--- config.mk ---
export PLATFORM = sky130hd
export DESIGN_NAME = uart_addr_rx
export DESIGN_NICKNAME = d
export VERILOG_FILES = /design/src/rtl/uart_rx_pkg.sv /design/src/rtl/uart_rx_sync.sv /design/src/rtl/uart_rx_framer.sv /design/src/rtl/uart_rx_fifo.sv /design/src/rtl/uart_addr_rx.sv
export SDC_FILE = /design/constraint.sdc
export NUM_CORES = 1
export LEC_CHECK = 0
export CORE_ASPECT_RATIO = 0.9
export CORE_MARGIN = 10
export CORE_UTILIZATION = 60
export DETAILED_ROUTE_END_ITERATION = 12
export DONT_BUFFER_PORTS = 1
export MAX_ROUTING_LAYER = met4
export PLACE_DENSITY = 0.84
export SYNTH_ARGS = -nofsm -noshare
export SYNTH_HDL_FRONTEND = slang
export SYNTH_HIERARCHICAL = 1
export SYNTH_SLANG_ARGS = --single-unit
--- constraint.sdc ---
create_clock -name clk -period 4.4 [get_ports clk]
set_clock_uncertainty 0.1 [all_clocks]
set_input_delay 0 -clock clk [delete_from_list [all_inputs] [get_ports clk]]
set_output_delay 0 -clock clk [all_outputs]
set_load 0.05 [all_outputs]
--- src/rtl/uart_rx_pkg.sv ---
package uart_rx_pkg;
  localparam int DATA_W = 8;

  typedef struct packed {
    logic addr;
    logic brk;
    logic ferr;
    logic perr;
  } rx_status_t;

  localparam int STAT_W = $bits(rx_status_t);

  // Parity check: odd mode needs an odd total of ones over data and parity bit.
  function automatic logic calc_perr(input logic [DATA_W-1:0] d,
                                     input logic pbit,
                                     input logic odd);
    return ((^d) ^ pbit) != odd;
  endfunction

  // A 7-bit field ends one position high in the shift register.
  function automatic logic [DATA_W-1:0] align_data(input logic [DATA_W-1:0] sh,
                                                   input logic eight);
    return eight ? sh : {1'b0, sh[DATA_W-1:1]};
  endfunction
endpackage

--- src/rtl/uart_rx_sync.sv ---
module uart_rx_sync (
  input  logic clk,
  input  logic rst_n,
  input  logic pin,
  input  logic invert,
  output logic line
);
  logic q1, q2;

  always_ff @(posedge clk or negedge rst_n) begin
    if (!rst_n) begin
      q1 <= 1'b1;
      q2 <= 1'b1;
    end else begin
      q1 <= pin;
      q2 <= q1;
    end
  end

  assign line = q2 ^ invert;
endmodule

--- src/rtl/uart_rx_framer.sv ---
module uart_rx_framer
  import uart_rx_pkg::*;
#(
  parameter int OVS = 16
) (
  input  logic              clk,
  input  logic              rst_n,
  input  logic              tick,
  input  logic              line,
  input  logic              cfg_eight,
  input  logic              cfg_par_en,
  input  logic              cfg_par_odd,
  input  logic              cfg_two_stop,
  input  logic [DATA_W-1:0] cfg_cmp,
  output logic              busy,
  output logic              done,
  output logic [DATA_W-1:0] data_o,
  output rx_status_t        status_o,
  output logic              glitch_rej
);
  localparam int CW = $clog2(OVS);
  localparam logic [CW-1:0] MID  = CW'(OVS / 2 - 1);
  localparam logic [CW-1:0] LAST = CW'(OVS - 1);

  typedef enum logic [2:0] {S_IDLE, S_START, S_DATA, S_PAR, S_STOP} st_t;

  st_t               state;
  logic [CW-1:0]     cnt;
  logic [2:0]        bit_idx;
  logic              stop_idx;
  logic [DATA_W-1:0] shreg;
  logic              any_high, ferr_acc, par_bit, armed;

  logic              bit_tick, start_mid, last_stop, end_ev;
  logic [2:0]        last_idx;
  logic [DATA_W-1:0] fin_data;
  rx_status_t        fin_stat;

  assign bit_tick   = tick && (cnt == LAST);
  assign start_mid  = tick && (cnt == MID);
  assign last_idx   = cfg_eight ? 3'd7 : 3'd6;
  assign last_stop  = !cfg_two_stop || stop_idx;
  assign glitch_rej = (state == S_START) && start_mid && line;
  assign end_ev     = (state == S_STOP) && bit_tick && last_stop;

  always_comb begin
    fin_data      = align_data(shreg, cfg_eight);
    fin_stat.perr = cfg_par_en && calc_perr(fin_data, par_bit, cfg_par_odd);
    fin_stat.ferr = ferr_acc || !line;
    fin_stat.brk  = !(any_high || line);
    fin_stat.addr = (fin_data == cfg_cmp) && !fin_stat.perr && !fin_stat.ferr;
  end

  always_ff @(posedge clk or negedge rst_n) begin
    if (!rst_n) begin
      state    <= S_IDLE;
      cnt      <= '0;
      bit_idx  <= '0;
      stop_idx <= 1'b0;
      shreg    <= '0;
      any_high <= 1'b0;
      ferr_acc <= 1'b0;
      par_bit  <= 1'b0;
      armed    <= 1'b0;
      busy     <= 1'b0;
      done     <= 1'b0;
      data_o   <= '0;
      status_o <= '0;
    end else begin
      done <= 1'b0;
      unique case (state)
        S_IDLE: begin
          if (tick) begin
            if (line) begin
              armed <= 1'b1;
            end else if (armed) begin
              state    <= S_START;
              cnt      <= '0;
              busy     <= 1'b1;
              any_high <= 1'b0;
              ferr_acc <= 1'b0;
              par_bit  <= 1'b0;
            end
          end
        end
        S_START: begin
          if (start_mid) begin
            cnt <= '0;
            if (line) begin
              state <= S_IDLE;
              busy  <= 1'b0;
            end else begin
              state   <= S_DATA;
              bit_idx <= '0;
            end
          end else if (tick) begin
            cnt <= cnt + 1'b1;
          end
        end
        S_DATA: begin
          if (tick) cnt <= bit_tick ? '0 : cnt + 1'b1;
          if (bit_tick) begin
            shreg    <= {line, shreg[DATA_W-1:1]};
            any_high <= any_high || line;
            bit_idx  <= bit_idx + 1'b1;
            stop_idx <= 1'b0;
            if (bit_idx == last_idx) state <= cfg_par_en ? S_PAR : S_STOP;
          end
        end
        S_PAR: begin
          if (tick) cnt <= bit_tick ? '0 : cnt + 1'b1;
          if (bit_tick) begin
            par_bit  <= line;
            any_high <= any_high || line;
            state    <= S_STOP;
          end
        end
        S_STOP: begin
          if (tick) cnt <= bit_tick ? '0 : cnt + 1'b1;
          if (bit_tick) begin
            if (!last_stop) begin
              ferr_acc <= ferr_acc || !line;
              any_high <= any_high || line;
              stop_idx <= 1'b1;
            end else begin
              state    <= S_IDLE;
              busy     <= 1'b0;
              armed    <= 1'b0;
              done     <= 1'b1;
              data_o   <= fin_data;
              status_o <= fin_stat;
            end
          end
        end
        default: state <= S_IDLE;
      endcase
    end
  end

  p_busy_rise_r8: assert property (@(posedge clk) disable iff (!rst_n)
    $rose(busy) |-> $past(line) == 1'b0);
  p_busy_fall_r8: assert property (@(posedge clk) disable iff (!rst_n)
    $fell(busy) |-> (done || $past(glitch_rej)));
  p_adr_clean_r6: assert property (@(posedge clk) disable iff (!rst_n)
    (done && status_o.addr) |-> (!status_o.perr && !status_o.ferr));
  p_brk_ferr_r5: assert property (@(posedge clk) disable iff (!rst_n)
    (done && status_o.brk) |-> status_o.ferr);
  p_end_from_stop_r4: assert property (@(posedge clk) disable iff (!rst_n)
    $rose(done) |-> $past(end_ev));
endmodule

--- src/rtl/uart_rx_fifo.sv ---
module uart_rx_fifo #(
  parameter int W     = 12,
  parameter int DEPTH = 4
) (
  input  logic         clk,
  input  logic         rst_n,
  input  logic         push,
  input  logic [W-1:0] wdata,
  input  logic         pop,
  output logic [W-1:0] rdata,
  output logic         empty,
  output logic         full
);
  localparam int AW = (DEPTH > 1) ? $clog2(DEPTH) : 1;
  localparam logic [AW:0]   CNT_MAX = (AW + 1)'(DEPTH);
  localparam logic [AW-1:0] PTR_MAX = AW'(DEPTH - 1);

  logic [W-1:0]  mem [DEPTH];
  logic [AW-1:0] wp, rp;
  logic [AW:0]   count;
  logic          do_push, do_pop;

  assign empty   = (count == '0);
  assign full    = (count == CNT_MAX);
  assign do_push = push && !full;
  assign do_pop  = pop && !empty;
  assign rdata   = mem[rp];

  always_ff @(posedge clk or negedge rst_n) begin
    if (!rst_n) begin
      wp    <= '0;
      rp    <= '0;
      count <= '0;
    end else begin
      if (do_push) wp <= (wp == PTR_MAX) ? '0 : wp + 1'b1;
      if (do_pop)  rp <= (rp == PTR_MAX) ? '0 : rp + 1'b1;
      count <= count + (do_push ? 1'b1 : 1'b0) - (do_pop ? 1'b1 : 1'b0);
    end
  end

  always_ff @(posedge clk) begin
    if (do_push) mem[wp] <= wdata;
  end

  p_no_overflow_r7: assert property (@(posedge clk) disable iff (!rst_n)
    (push && full && !pop) |=> (count == CNT_MAX));
  p_count_bound_r11: assert property (@(posedge clk) disable iff (!rst_n)
    count <= CNT_MAX);
endmodule

--- src/rtl/uart_addr_rx.sv ---
module uart_addr_rx
  import uart_rx_pkg::*;
#(
  parameter int OVS         = 16,
  parameter int FIFO_DEPTH  = 4
) (
  input  logic              clk,
  input  logic              rst_n,
  input  logic              os_tick,
  input  logic              rx_pin,
  input  logic              cfg_invert,
  input  logic              cfg_eight_bits,
  input  logic              cfg_parity_en,
  input  logic              cfg_parity_odd,
  input  logic              cfg_two_stop,
  input  logic [7:0]        cfg_cmp_addr,
  input  logic              fifo_pop,
  output logic              fifo_empty,
  output logic              fifo_full,
  output logic [7:0]        fifo_data,
  output logic [3:0]        fifo_status,
  output logic              rx_busy,
  output logic              rcvd_stb,
  output logic              brk_stb,
  output logic              adr_stb
);
  localparam int ENTRY_W = DATA_W + STAT_W;

  logic              line, done, glitch_rej;
  logic [DATA_W-1:0] rx_data;
  rx_status_t        rx_stat;
  logic [ENTRY_W-1:0] head;

  uart_rx_sync u_sync (
    .clk(clk), .rst_n(rst_n), .pin(rx_pin), .invert(cfg_invert), .line(line)
  );

  uart_rx_framer #(.OVS(OVS)) u_framer (
    .clk(clk), .rst_n(rst_n), .tick(os_tick), .line(line),
    .cfg_eight(cfg_eight_bits), .cfg_par_en(cfg_parity_en),
    .cfg_par_odd(cfg_parity_odd), .cfg_two_stop(cfg_two_stop),
    .cfg_cmp(cfg_cmp_addr), .busy(rx_busy), .done(done),
    .data_o(rx_data), .status_o(rx_stat), .glitch_rej(glitch_rej)
  );

  uart_rx_fifo #(.W(ENTRY_W), .DEPTH(FIFO_DEPTH)) u_fifo (
    .clk(clk), .rst_n(rst_n), .push(done), .wdata({rx_stat, rx_data}),
    .pop(fifo_pop), .rdata(head), .empty(fifo_empty), .full(fifo_full)
  );

  assign fifo_data   = head[DATA_W-1:0];
  assign fifo_status = head[ENTRY_W-1:DATA_W];
  assign rcvd_stb    = done;
  assign brk_stb     = done && rx_stat.brk;
  assign adr_stb     = done && rx_stat.addr;

  p_strobe_sub_r7: assert property (@(posedge clk) disable iff (!rst_n)
    (brk_stb || adr_stb) |-> rcvd_stb);
  p_glitch_idle_r9: assert property (@(posedge clk) disable iff (!rst_n)
    glitch_rej |-> !done);
endmodule

[Yosys cells after proc, flatten, opt, wreduce, memory -nomap -nowiden]
Memory sizes are Yosys's and may differ from the RTL's.
Cells that the tools add are included.
Storage, ports and cells
  bits of input ports: 18
  RAM bits: 48
  logic and storage cells: 162
  register bits: 46
  memories kept: 1
  output and inout port bits: 18
Memories
  u_fifo.mem: depth 4, bits a word 12, read ports 1, clocked after Yosys merged registers in 0, wr ports 1, RTL line uart_rx_fifo.sv:18  | logic [W-1:0] mem [DEPTH];
Operators by class
  bitwise logic cells: 2
  reductions and logical operators: 42
  eq/ne operators: 28
  muxes and demuxes: 62
  $add $sub $neg: 6
Operators with widths (number)
  $mux W3: 13
  $mux W1: 29
  $mux W4: 7
  $ne A2 B1 Y1 const B: 11
  $pmux W3 S5: 1
  $pmux W4 S3: 1
  $reduce_and A6 Y1: 2
  $reduce_and A5 Y1: 2
  $logic_and A1 B1 Y1: 9
  $reduce_and A9 Y1: 1
  $reduce_bool A3 Y1: 3
  $eq A8 B8 Y1: 1
  $mux W8: 1
  $ne A2 B2 Y1 const B: 4
  $pmux W1 S2: 4
  $reduce_and A4 Y1: 2
  $reduce_and A8 Y1: 1
  $reduce_bool A2 Y1: 4
  $reduce_xor A8 Y1: 1
  $logic_not A1 Y1: 7
  $reduce_and A7 Y1: 1
  $eq A3 B2 Y1 const B: 2
  $eq A3 B3 Y1 const B: 2
  $logic_not A3 Y1: 2
  21 further kinds: 29

[Logic depth before layout (Yosys ltp)]
Gate-level depths: netlist of run 1.
  depth after elaboration: 8
  depth in mapped cells: 10
  mapped depth without buffers: 10

[By module]
The synthesis of run 1 kept the hierarchy.
By module, submodules not included
  uart_rx_fifo: sequential area each 1616.6 sq um, instances 1, cells an instance 102, area each 2213.4 sq um
  uart_rx_framer: sequential area each 925.9 sq um, instances 1, cells an instance 208, area each 2068.2 sq um
  uart_rx_sync: sequential area each 52.6 sq um, instances 1, cells an instance 3, area each 61.3 sq um
  uart_addr_rx: sequential area each 0.0 sq um, instances 1, cells an instance 2, area each 12.5 sq um

[Worst setup path before layout of run 1]
Ideal clock, no wire load.
  kind: flip-flop to flip-flop
  start point: register u_fifo.count[1]
  end point: register u_fifo.count[2]
  library setup time: 0.129 ns
  stages on the path, launching flop included: 11
  data arrival time: 2.585 ns
  slack: 1.586 ns
  cell sequence: dfrtp_1 > nor3_2 > nand2b_4 > inv_1 > ha_1 > inv_1 > ha_1 > inv_1 > fa_1 > xnor2_1 > xnor2_1
On the way
  elaborated cells on any way between the ends: 10
  classes of those cells: 2 x add/sub; 1 x eq/ne; 2 x mux; 5 x reduce/logical
RTL lines
  start: declaration: RTL line uart_rx_fifo.sv:20  | logic [AW:0] count;
  start signal: assignment: RTL line uart_rx_fifo.sv:37  | count <= count + (do_push ? 1'b1 : 1'b0) - (do_pop ? 1'b1 : 1'b0);
  $logic_not A3 Y1: RTL line uart_rx_fifo.sv:23  | assign empty = (count == '0);
  named net fifo_empty: RTL line uart_addr_rx.sv:18  | output logic fifo_empty,
  $logic_not A1 Y1: RTL line uart_rx_fifo.sv:26  | assign do_pop = pop && !empty;
  $logic_and A1 B1 Y1: RTL line uart_rx_fifo.sv:26
  named net u_fifo.do_pop: RTL line uart_rx_fifo.sv:21  | logic do_push, do_pop;
  $mux W1: RTL line uart_rx_fifo.sv:37
  $sub A3 B3 Y3: RTL line uart_rx_fifo.sv:37
The timed path passes the listed nets, and every way through them passes these cells.
A chain may end at the register's enable or synchronous reset.

[Worst setup path after layout of run 1]
  start point: register u_framer.cnt[3]
  end point: register u_framer/status_o[3] (netlist name)
On the way
  word-level cells in the longest chain between the ends: 3
Ends and longest elaborated chain
  start: declaration: RTL line uart_rx_framer.sv:28  | logic [CW-1:0] cnt;
  start signal: assignment: RTL line uart_rx_framer.sv:97  | cnt <= cnt + 1'b1;
  start signal: assignment: RTL line uart_rx_framer.sv:101  | if (tick) cnt <= bit_tick ? '0 : cnt + 1'b1;
  start signal: assignment: RTL line uart_rx_framer.sv:111  | if (tick) cnt <= bit_tick ? '0 : cnt + 1'b1;
  $eq A4 B4 Y1: RTL line uart_rx_framer.sv:39  | assign bit_tick = tick && (cnt == LAST);
  $logic_and A1 B1 Y1: RTL line uart_rx_framer.sv:39
  $reduce_and A3 Y1 (no source line)
  end signal: assignment: RTL line uart_rx_framer.sv:131  | status_o <= fin_stat;
  end: declaration: RTL line uart_rx_framer.sv:18  | output rx_status_t status_o,
No other way between the ends.

==> metrics, run 1 <==
final WL 7910 µm; Worst Setup Path Type reg2reg; crit start category register; pin count of the biggest net entering global routing 47; maximum resistive drop on vdd 0.262 mV; most common library cell in the layout ignoring fill and taps sky130_fd_sc_hd__edfxtp_1; synth-to-layout area growth 8.04%; Final Slew Violations 0; Die Area 11000 µm²; setup repair after global routing missed its margin false; Initial Utilization 0.617; Pre-antenna DRT Iters 4; fin crit period 2800 ps; Power Density 457 nW/µm²; accumulated negative setup slack 0 ps; final net count 349; Yosys warning count 6; total cell area at the placement stage 4380 µm²; number of antenna violations at the first check in global routing 0; vias after detailed routing 2448; final clock period utilization by the worst path 0.636; Detail Placement HPWL 5500 µm; Worst Path Max Fanout 19; I/O Pins 36; ANT cells 0; Max transition margin 0.447; number of rows in the core area 29; weighted congestion at the end of routability-driven global placement 0.810; Total GRT Usage 0.155; Lkg Pwr 0.00168 µW; wire length of the first global-routing pass 12600 µm; per-instance average area after synthesis 13.9 µm²; CTS clock-pin slew for the worst setup and hold paths 100 ps; data required time at the worst endpoint 4600 ps; residual DRC count 0; worst min-delay path category in2async; layout cell share with drive strength beyond 1 0.156; maximum clock insertion buffer count 2; count of max-cap constraint violations 0; H-tree levels 3; placeable core region 7040 µm²; cell area after synthesis 4340 µm²; Overflow after GRT 0; number of sinks driven by the clock tree 94; die span in x 110 µm; Port-buffer cells 0; count of final setup violators 0; synthesized instance count 313; clock tree from TritonCTS built; worst-skew pair later-pin latency 360 ps; via density per instance 5.84; leading cell types in the layout, fill and taps excluded sky130_fd_sc_hd__edfxtp_1, sky130_fd_sc_hd__dfrtp_1, sky130_fd_sc_hd__o21ai_0; Wirelength per Cell 18.9 µm; transition time at the pin with the least slew margin 829 ps; final cell area excluding filler cells 4690 µm²; cell chosen for the clock root sky130_fd_sc_hd__clkbuf_8; TritonCTS buffer count 9; achievable frequency 357 MHz; overall die height 101 µm; number of buffers added for setup after CTS 0; Crit. End Element register; Hold Violations, Final 0; result of the run finished clean; Crit path arrival time 2990 ps; antenna violation net count after detailed routing 0; via count of the first global-routing pass 2476; net count of the mapped netlist 341; violation count after the first detailed-route iteration 102
metrics by stage:
step	cells	power (µW)	util	worst slack [ps]	hold slack, ps
final	419	2150	0.667	1600	23.6
after global routing	419	2270	0.667	1320	33.4
after CTS	419	2170	0.667	1660	6.25
after detailed placement	393	1600	0.622	1680	-394
after global placement	393	1580	0.622	1790	-394
after floorplan	313	1540	-	1590	-396
layer usage:
layer | global-route usage | wire length [µm] | vias up
li1 | - | - | 1165
met2 | 0.254 | 4140 | 63
met4 | 0.0440 | 72 | 0
met3 | 0.0614 | 507 | 6
met5 | - | 0 | -
met1 | 0.170 | 3190 | 1214
state kept, by name (all words and copies together), names as in the netlist, 3 cells and up:
register and cells:
u_framer/shreg 8, u_framer/cnt 4, u_fifo/mem 48, u_framer/data_o 8
u_framer/status_o 4, u_framer/bit_idx 3, u_framer/state 3, u_fifo/count 3
path summary, 6_finish.rpt:
check	from	to	slack (ps)	cells after the start
max	u_framer/cnt[3]	u_framer/status_o[3]	1600	6
min in group clk	cfg_two_stop	u_framer/state[2]	30	5
max reg2reg	u_framer/cnt[3]	u_framer/status_o[3]	1600	6
min	rst_n	u_framer/stop_idx	20	2
min reg2reg	u_sync/q1	u_sync/q2	270	0
max in group asynchronous	rst_n	u_sync/q2	3910	2
worst max-delay path: stages (launching register included):
cell	delay, ps
sky130_fd_sc_hd__dfrtp_1	550
sky130_fd_sc_hd__nor2b_1	430
sky130_fd_sc_hd__nand4_2	500
sky130_fd_sc_hd__clkinv_1	300
sky130_fd_sc_hd__nand4_1	120
sky130_fd_sc_hd__o21ai_0	160
sky130_fd_sc_hd__dlygate4sd3_1	570
where the power goes:
group | internal (µW) | switching (µW)
registers | 991 | 153
clock network | 225 | 325
logic | 261 | 192
what timing repair did:
item                                   in CTS  in global routing
gates resized for setup                     0                  0
endpoints found under the hold margin      72                  0
hold buffers                               10                  0
cell type report:
class / count / area [µm²]
inverters: 11 / 41.3
repair buffers: 11 / 125
fillers: 492 / 2350
multi-input cells: 194 / 1620
clock buffers: 9 / 124
clock inverters: 7 / 75.1
well taps: 93 / 116
flip-flops and latches: 94 / 2590
Note: power is estimated with default switching activity, not from simulation.
==> run 2: changes to the inputs <==
clock period = 2.9 ns   (was 4.4 ns; I/O delays follow)
==> metrics, run 2 (same netlist as run 1, synthesis figures left out) <==
crit start category input pin (was register); transition time at the pin with the least slew margin 688 ps (was 829 ps); final net count 354 (was 349); sequential share of power 0.523 (was 0.533); register with the most flip-flops u_fifo/mem (unchanged); weighted congestion at the end of routability-driven global placement 0.814 (was 0.810); Net Sw Power 1040 µW (was 670 µW); CTS clock-pin slew for the worst setup and hold paths 90 ps (was 100 ps); category of cells accounting for the largest share of critical-path delay buffers and inverters (was simple AND/OR/NAND/NOR gates); Die Area 11000 µm² (unchanged); ANT cells 0 (unchanged); count of max-cap constraint violations 0 (unchanged); pin count of the biggest net entering global routing 47 (unchanged); number of flip-flops under the largest register name 48 (unchanged); I/O Pins 36 (unchanged); Worst Path Max Fanout 12 (was 19); number of antenna violations at the first check in global routing 0 (unchanged); Worst Setup Path Type in2reg (was reg2reg); number of non-filler instances in the completed layout 424 (was 419); Power Density 698 nW/µm² (was 457 nW/µm²); fillers 507 (was 492); final cell area excluding filler cells 4710 µm² (was 4690 µm²); Cell Chain, Critical Path dlygate4sd3_1 -> mux2i_1 -> xnor2_1 -> xnor3_1 -> and2_1 -> o21ai_0 -> dlygate4sd3_1 (was nor2b_1 -> nand4_2 -> clkinv_1 -> nand4_1 -> o21ai_0 -> dlygate4sd3_1); number of sinks driven by the clock tree 94 (unchanged); result of the run finished clean (unchanged); most common library cell in the layout ignoring fill and taps sky130_fd_sc_hd__edfxtp_1 (unchanged); vias after detailed routing 2489 (was 2448); worst min-delay path category in2async (unchanged); maximum clock insertion buffer count 2 (unchanged); Total GRT Usage 0.154 (was 0.155); via density per instance 5.87 (was 5.84); H-tree levels 3 (unchanged); TritonCTS buffer count 9 (unchanged); pre-CTS WS 547 ps (was 1680 ps); wire length of the first global-routing pass 12800 µm (was 12600 µm); Lkg Pwr 0.00172 µW (was 0.00168 µW); Max transition margin 0.541 (was 0.447); Crit. End Element register (unchanged); Final Core Density 0.669 (was 0.667); Regs by FF count u_fifo/mem: 48 flops, u_framer/data_o: 8 flops, u_framer/shreg: 8 flops (unchanged); Port-buffer cells 0 (unchanged); Hold Violations, Final 0 (unchanged); violation count after the first detailed-route iteration 119 (was 102); number of rows in the core area 29 (unchanged); Critical Path Max Stage Delay 900 ps (was 570 ps); final WL 7900 µm (was 7910 µm); Final Slew Violations 0 (unchanged); final clock period utilization by the worst path 0.847; Initial Utilization 0.617 (unchanged); Post-Place Cells 398 (was 393); part of the total power dissipated in the clock network 0.242 (was 0.256); residual DRC count 0 (unchanged); data required time at the worst endpoint 3100 ps (was 4600 ps); number of buffers and inverters on the critical path 2 (unchanged); placeable core region 7040 µm² (unchanged); Worst path slowest cell sky130_fd_sc_hd__dlygate4sd3_1 (unchanged); layout cell share with drive strength beyond 1 0.166 (was 0.156); antenna violation net count after detailed routing 0 (unchanged); Crit path arrival time 2660 ps (was 2990 ps); Detail Placement HPWL 5580 µm (was 5500 µm); Overflow after GRT 0 (unchanged); Internal Dissipation 2250 µW (was 1480 µW); leading cell types in the layout, fill and taps excluded sky130_fd_sc_hd__edfxtp_1, sky130_fd_sc_hd__dfrtp_1, sky130_fd_sc_hd__o21ai_0 (unchanged); count of final setup violators 0 (unchanged); synth-to-layout area growth 8.44% (was 8.04%); via count of the first global-routing pass 2572 (was 2476); clock tree from TritonCTS built (unchanged); most frequent cell on the critical path sky130_fd_sc_hd__dlygate4sd3_1; cell chosen for the clock root sky130_fd_sc_hd__clkbuf_8 (unchanged); Final WS setup 444 ps (was 1600 ps); die span in x 110 µm (unchanged); Pre-antenna DRT Iters 4 (unchanged); total cell area at the placement stage 4410 µm² (was 4380 µm²); switching fraction of total power 0.315 (was 0.312); maximum resistive drop on vdd 0.376 mV (was 0.262 mV); Wirelength per Cell 18.6 µm (was 18.9 µm); setup repair after global routing missed its margin false (unchanged); accumulated negative setup slack 0 ps (unchanged); worst-skew pair later-pin latency 360 ps (about the same); fin crit period 2460 ps; number of buffers added for setup after CTS 0 (unchanged); achievable frequency 407 MHz; portion of total power attributed to combinational logic 0.234 (was 0.211); overall die height 101 µm (unchanged)
run 2: cell types whose count changed in the layout (fill, tap and decap cells not counted):
cell,delta
sky130_fd_sc_hd__inv_8,-2
sky130_fd_sc_hd__inv_6,+3
sky130_fd_sc_hd__clkinv_4,-1
sky130_fd_sc_hd__clkinvlp_4,-1
sky130_fd_sc_hd__buf_4,+5
sky130_fd_sc_hd__clkinv_2,+1
sky130_fd_sc_hd__clkinv_8,-1
sky130_fd_sc_hd__clkinv_1,+1
run 2: worst paths after layout:
path	start	end	slack, ps	cells after the start
max	cfg_eight_bits	u_framer/status_o[3]	440	7
min	rst_n	u_framer/cnt[0]	20	2
max in group asynchronous	rst_n	u_sync/q1	2420	2
min reg2reg	u_sync/q1	u_sync/q2	260	0
max reg2reg	u_framer/cnt[0]	u_framer/status_o[3]	450	8
min in group clk	os_tick	u_framer/par_bit	60	4
run 2: stage by stage:
stage          hold slack, ps  power [µW]
4_1_cts                  16.5        3310
3_3_place_gp             -394        2450
3_5_place_dp             -394        2490
6_report                 20.8        3290
5_1_grt                  32.0        3470
2_1_floorplan            -396        2380
run 2: final cells by class:
class / count / area, µm² / share of cell area
Sequential cell: 94 / 2590 / 0.551
Tap cell: 93 / 116 / 0.0247
Inverter: 11 / 41.3 / 0.00877
Clock buffer: 9 / 124 / 0.0263
Multi-Input combinational cell: 194 / 1620 / 0.343
Clock inverter: 7 / 55.1 / 0.0117
Timing Repair Buffer: 16 / 163 / 0.0345
run 2: what timing repair did:
item | CTS | global route
gates resized for setup | 0 | 0
endpoints found under the setup margin | 0 | 0
endpoints found under the hold margin | 73 | 0
hold buffers | 10 | 0
run 2: layer usage:
| metal | wire [µm] | up-vias | track usage |
|---|---|---|---|
| li1 | - | 1184 | - |
| met5 | 0 | - | - |
| met2 | 4170 | 41 | 0.253 |
| met4 | 95 | 0 | 0.0510 |
| met1 | 3210 | 1254 | 0.177 |
| met3 | 421 | 10 | 0.0467 |
run 2: power groups by stage:
stage                     sequential, µW  clock [µW]  combinational (µW)
after floorplan                     1640           0                 740
after global placement              1740           0                 716
after detailed placement            1740           0                 744
after CTS                           1710         822                 777
after global routing                1740         873                 852
final                               1720         796                 770
==> run 3: changes to the inputs <==
clock period = 2.5 ns   (was 2.9 ns; I/O delays follow)
==> metrics, run 3 (same netlist as run 1, synthesis figures left out) <==
placeable core region 7040 µm² (unchanged); register with the most flip-flops u_fifo/mem (unchanged); via density per instance 5.90 (was 5.87); maximum clock insertion buffer count 2 (unchanged); Worst Setup Path Type reg2reg (was in2reg); Final Slew Violations 0 (unchanged); number of sinks driven by the clock tree 94 (unchanged); result of the run finished clean (unchanged); I/O Pins 36 (unchanged); Overflow after GRT 0 (unchanged); Lkg Pwr 0.00174 µW (was 0.00172 µW); Port-buffer cells 0 (unchanged); transition time at the pin with the least slew margin 657 ps (was 688 ps); antenna violation net count after detailed routing 0 (unchanged); residual DRC count 0 (unchanged); worst-skew pair later-pin latency 360 ps (about the same); accumulated negative setup slack 0 ps (unchanged); number of rows in the core area 29 (unchanged); worst flop-to-flop path startpoint u_framer/shreg[2] (was u_framer/cnt[0]); number of flip-flops under the largest register name 48 (unchanged); count of max-cap constraint violations 0 (unchanged); CTS clock-pin slew for the worst setup and hold paths 100 ps (was 90 ps); clock tree from TritonCTS built (unchanged); Detail Placement HPWL 5470 µm (was 5580 µm); Hold Violations, Final 0 (unchanged); ANT cells 0 (unchanged); Crit path arrival time 2520 ps (was 2660 ps); count of final setup violators 0 (unchanged); vias after detailed routing 2515 (was 2489); total cell area at the placement stage 4440 µm² (was 4410 µm²); Regs by FF count u_fifo/mem: 48 flops, u_framer/data_o: 8 flops, u_framer/shreg: 8 flops (unchanged); critical path startpoint u_framer/shreg[2] (was cfg_eight_bits); area used by sequential logic in the layout 2600 µm² (was 2590 µm²); Max transition margin 0.562 (was 0.541); achievable frequency 430 MHz; fin crit period 2330 ps; WHS 34.8 ps (was 20.8 ps); cell chosen for the clock root sky130_fd_sc_hd__clkbuf_8 (unchanged); maximum resistive drop on vdd 0.445 mV (was 0.376 mV); TritonCTS buffer count 9 (unchanged); synth-to-layout area growth 9.56% (was 8.44%); data required time at the worst endpoint 2690 ps (was 3100 ps); setup repair after global routing missed its margin false (unchanged); Wirelength per Cell 18.4 µm (was 18.6 µm); via count of the first global-routing pass 2611 (was 2572); Initial Utilization 0.617 (unchanged); combined area of the multi-input logic cells 1630 µm² (was 1620 µm²); Worst Path Max Fanout 6 (was 12); die span in x 110 µm (unchanged); crit start category register (was input pin); final clock period utilization by the worst path 0.930; Die Area 11000 µm² (unchanged); total power after layout 3890 µW (was 3290 µW); leading cell types in the layout, fill and taps excluded sky130_fd_sc_hd__edfxtp_1, sky130_fd_sc_hd__dfrtp_1, sky130_fd_sc_hd__o21ai_0 (unchanged); violation count after the first detailed-route iteration 154 (was 119); Pre-antenna DRT Iters 5 (was 4); final net count 356 (was 354); fillers 488 (was 507); final cell area excluding filler cells 4760 µm² (was 4710 µm²); final WL 7840 µm (was 7900 µm); Total GRT Usage 0.155 (was 0.154); H-tree levels 3 (unchanged); layout cell share with drive strength beyond 1 0.189 (was 0.166); Crit. End Element register (unchanged); launch point of the worst hold path cfg_two_stop; wire length of the first global-routing pass 13000 µm (was 12800 µm); overall die height 101 µm (unchanged); number of antenna violations at the first check in global routing 0 (unchanged); most common library cell in the layout ignoring fill and taps sky130_fd_sc_hd__edfxtp_1 (unchanged); Power Density 817 nW/µm² (was 698 nW/µm²); weighted congestion at the end of routability-driven global placement 0.811 (was 0.814); pin count of the biggest net entering global routing 47 (unchanged); worst min-delay path category in2reg (was in2async)
[run 3: changes by cell type in the layout (fill, tap and decap cells not counted), sizes merged]
cell,before,now
buf,7,9
clkinvlp,0,1
dlygate4sd3,9,8
dlymetal6s4s,0,1
inv,15,14
[run 3: repair_timing]
action / in CTS / in global routing
buffers inserted: 0 / 0
endpoints found under the setup margin: 0 / 1
hold buffers: 10 / 0
endpoints found under the hold margin: 72 / 0
gates resized for setup: 0 / 3
[run 3: through the flow]
stage / utilization / cells / setup WS (ps)
after floorplan: - / 313 / 22.7
after global placement: 0.631 / 400 / 389
after detailed placement: 0.631 / 400 / 301
after CTS: 0.675 / 426 / 71.3
after global routing: 0.676 / 426 / 28.9
final: 0.676 / 426 / 175
[run 3: per-layer routing]
| layer | part of all wire | global-route usage | vias to the layer above |
|---|---|---|---|
| met3 | 0.061 | 0.0435 | 11 |
| met4 | 0.013 | 0.0490 | 0 |
| met5 | 0 | - | - |
| li1 | - | - | 1177 |
| met1 | 0.40 | 0.179 | 1245 |
| met2 | 0.53 | 0.257 | 82 |
[run 3: final cells by class]
cell class	instances	area share
clock inverter	7	0.0153
tap	93	0.0245
multi-input combinational	194	0.342
inverter	11	0.00868
timing repair buffer	18	0.0379
sequential	94	0.546
clock buffer	9	0.0260
[run 3: worst max-delay path, cell delays in order (launching register included)]
cell	delay [ps]
sky130_fd_sc_hd__dfrtp_1	470
sky130_fd_sc_hd__mux2i_1	280
sky130_fd_sc_hd__xnor2_1	100
sky130_fd_sc_hd__nor4_1	370
sky130_fd_sc_hd__nand4_1	180
sky130_fd_sc_hd__o21ai_0	190
sky130_fd_sc_hd__dlygate4sd3_1	580
[run 3: final timing paths]
kind / cells after the start / endpoint / slack, ps
max: 6 / u_framer/status_o[3] / 170
min: 5 / u_framer/state[2] / 30
max reg2reg: 6 / u_framer/status_o[3] / 170
min reg2reg: 0 / u_sync/q2 / 260
max in group asynchronous: 2 / u_sync/q1 / 2000
min in group asynchronous: 2 / u_fifo/count[2] / 40
[run 3: power by group]
group	leakage (µW)	switching, µW	internal (µW)	total [µW]
logic	0.000699	415	501	917
clock network	0.0000970	575	392	967
registers	0.000943	254	1750	2000
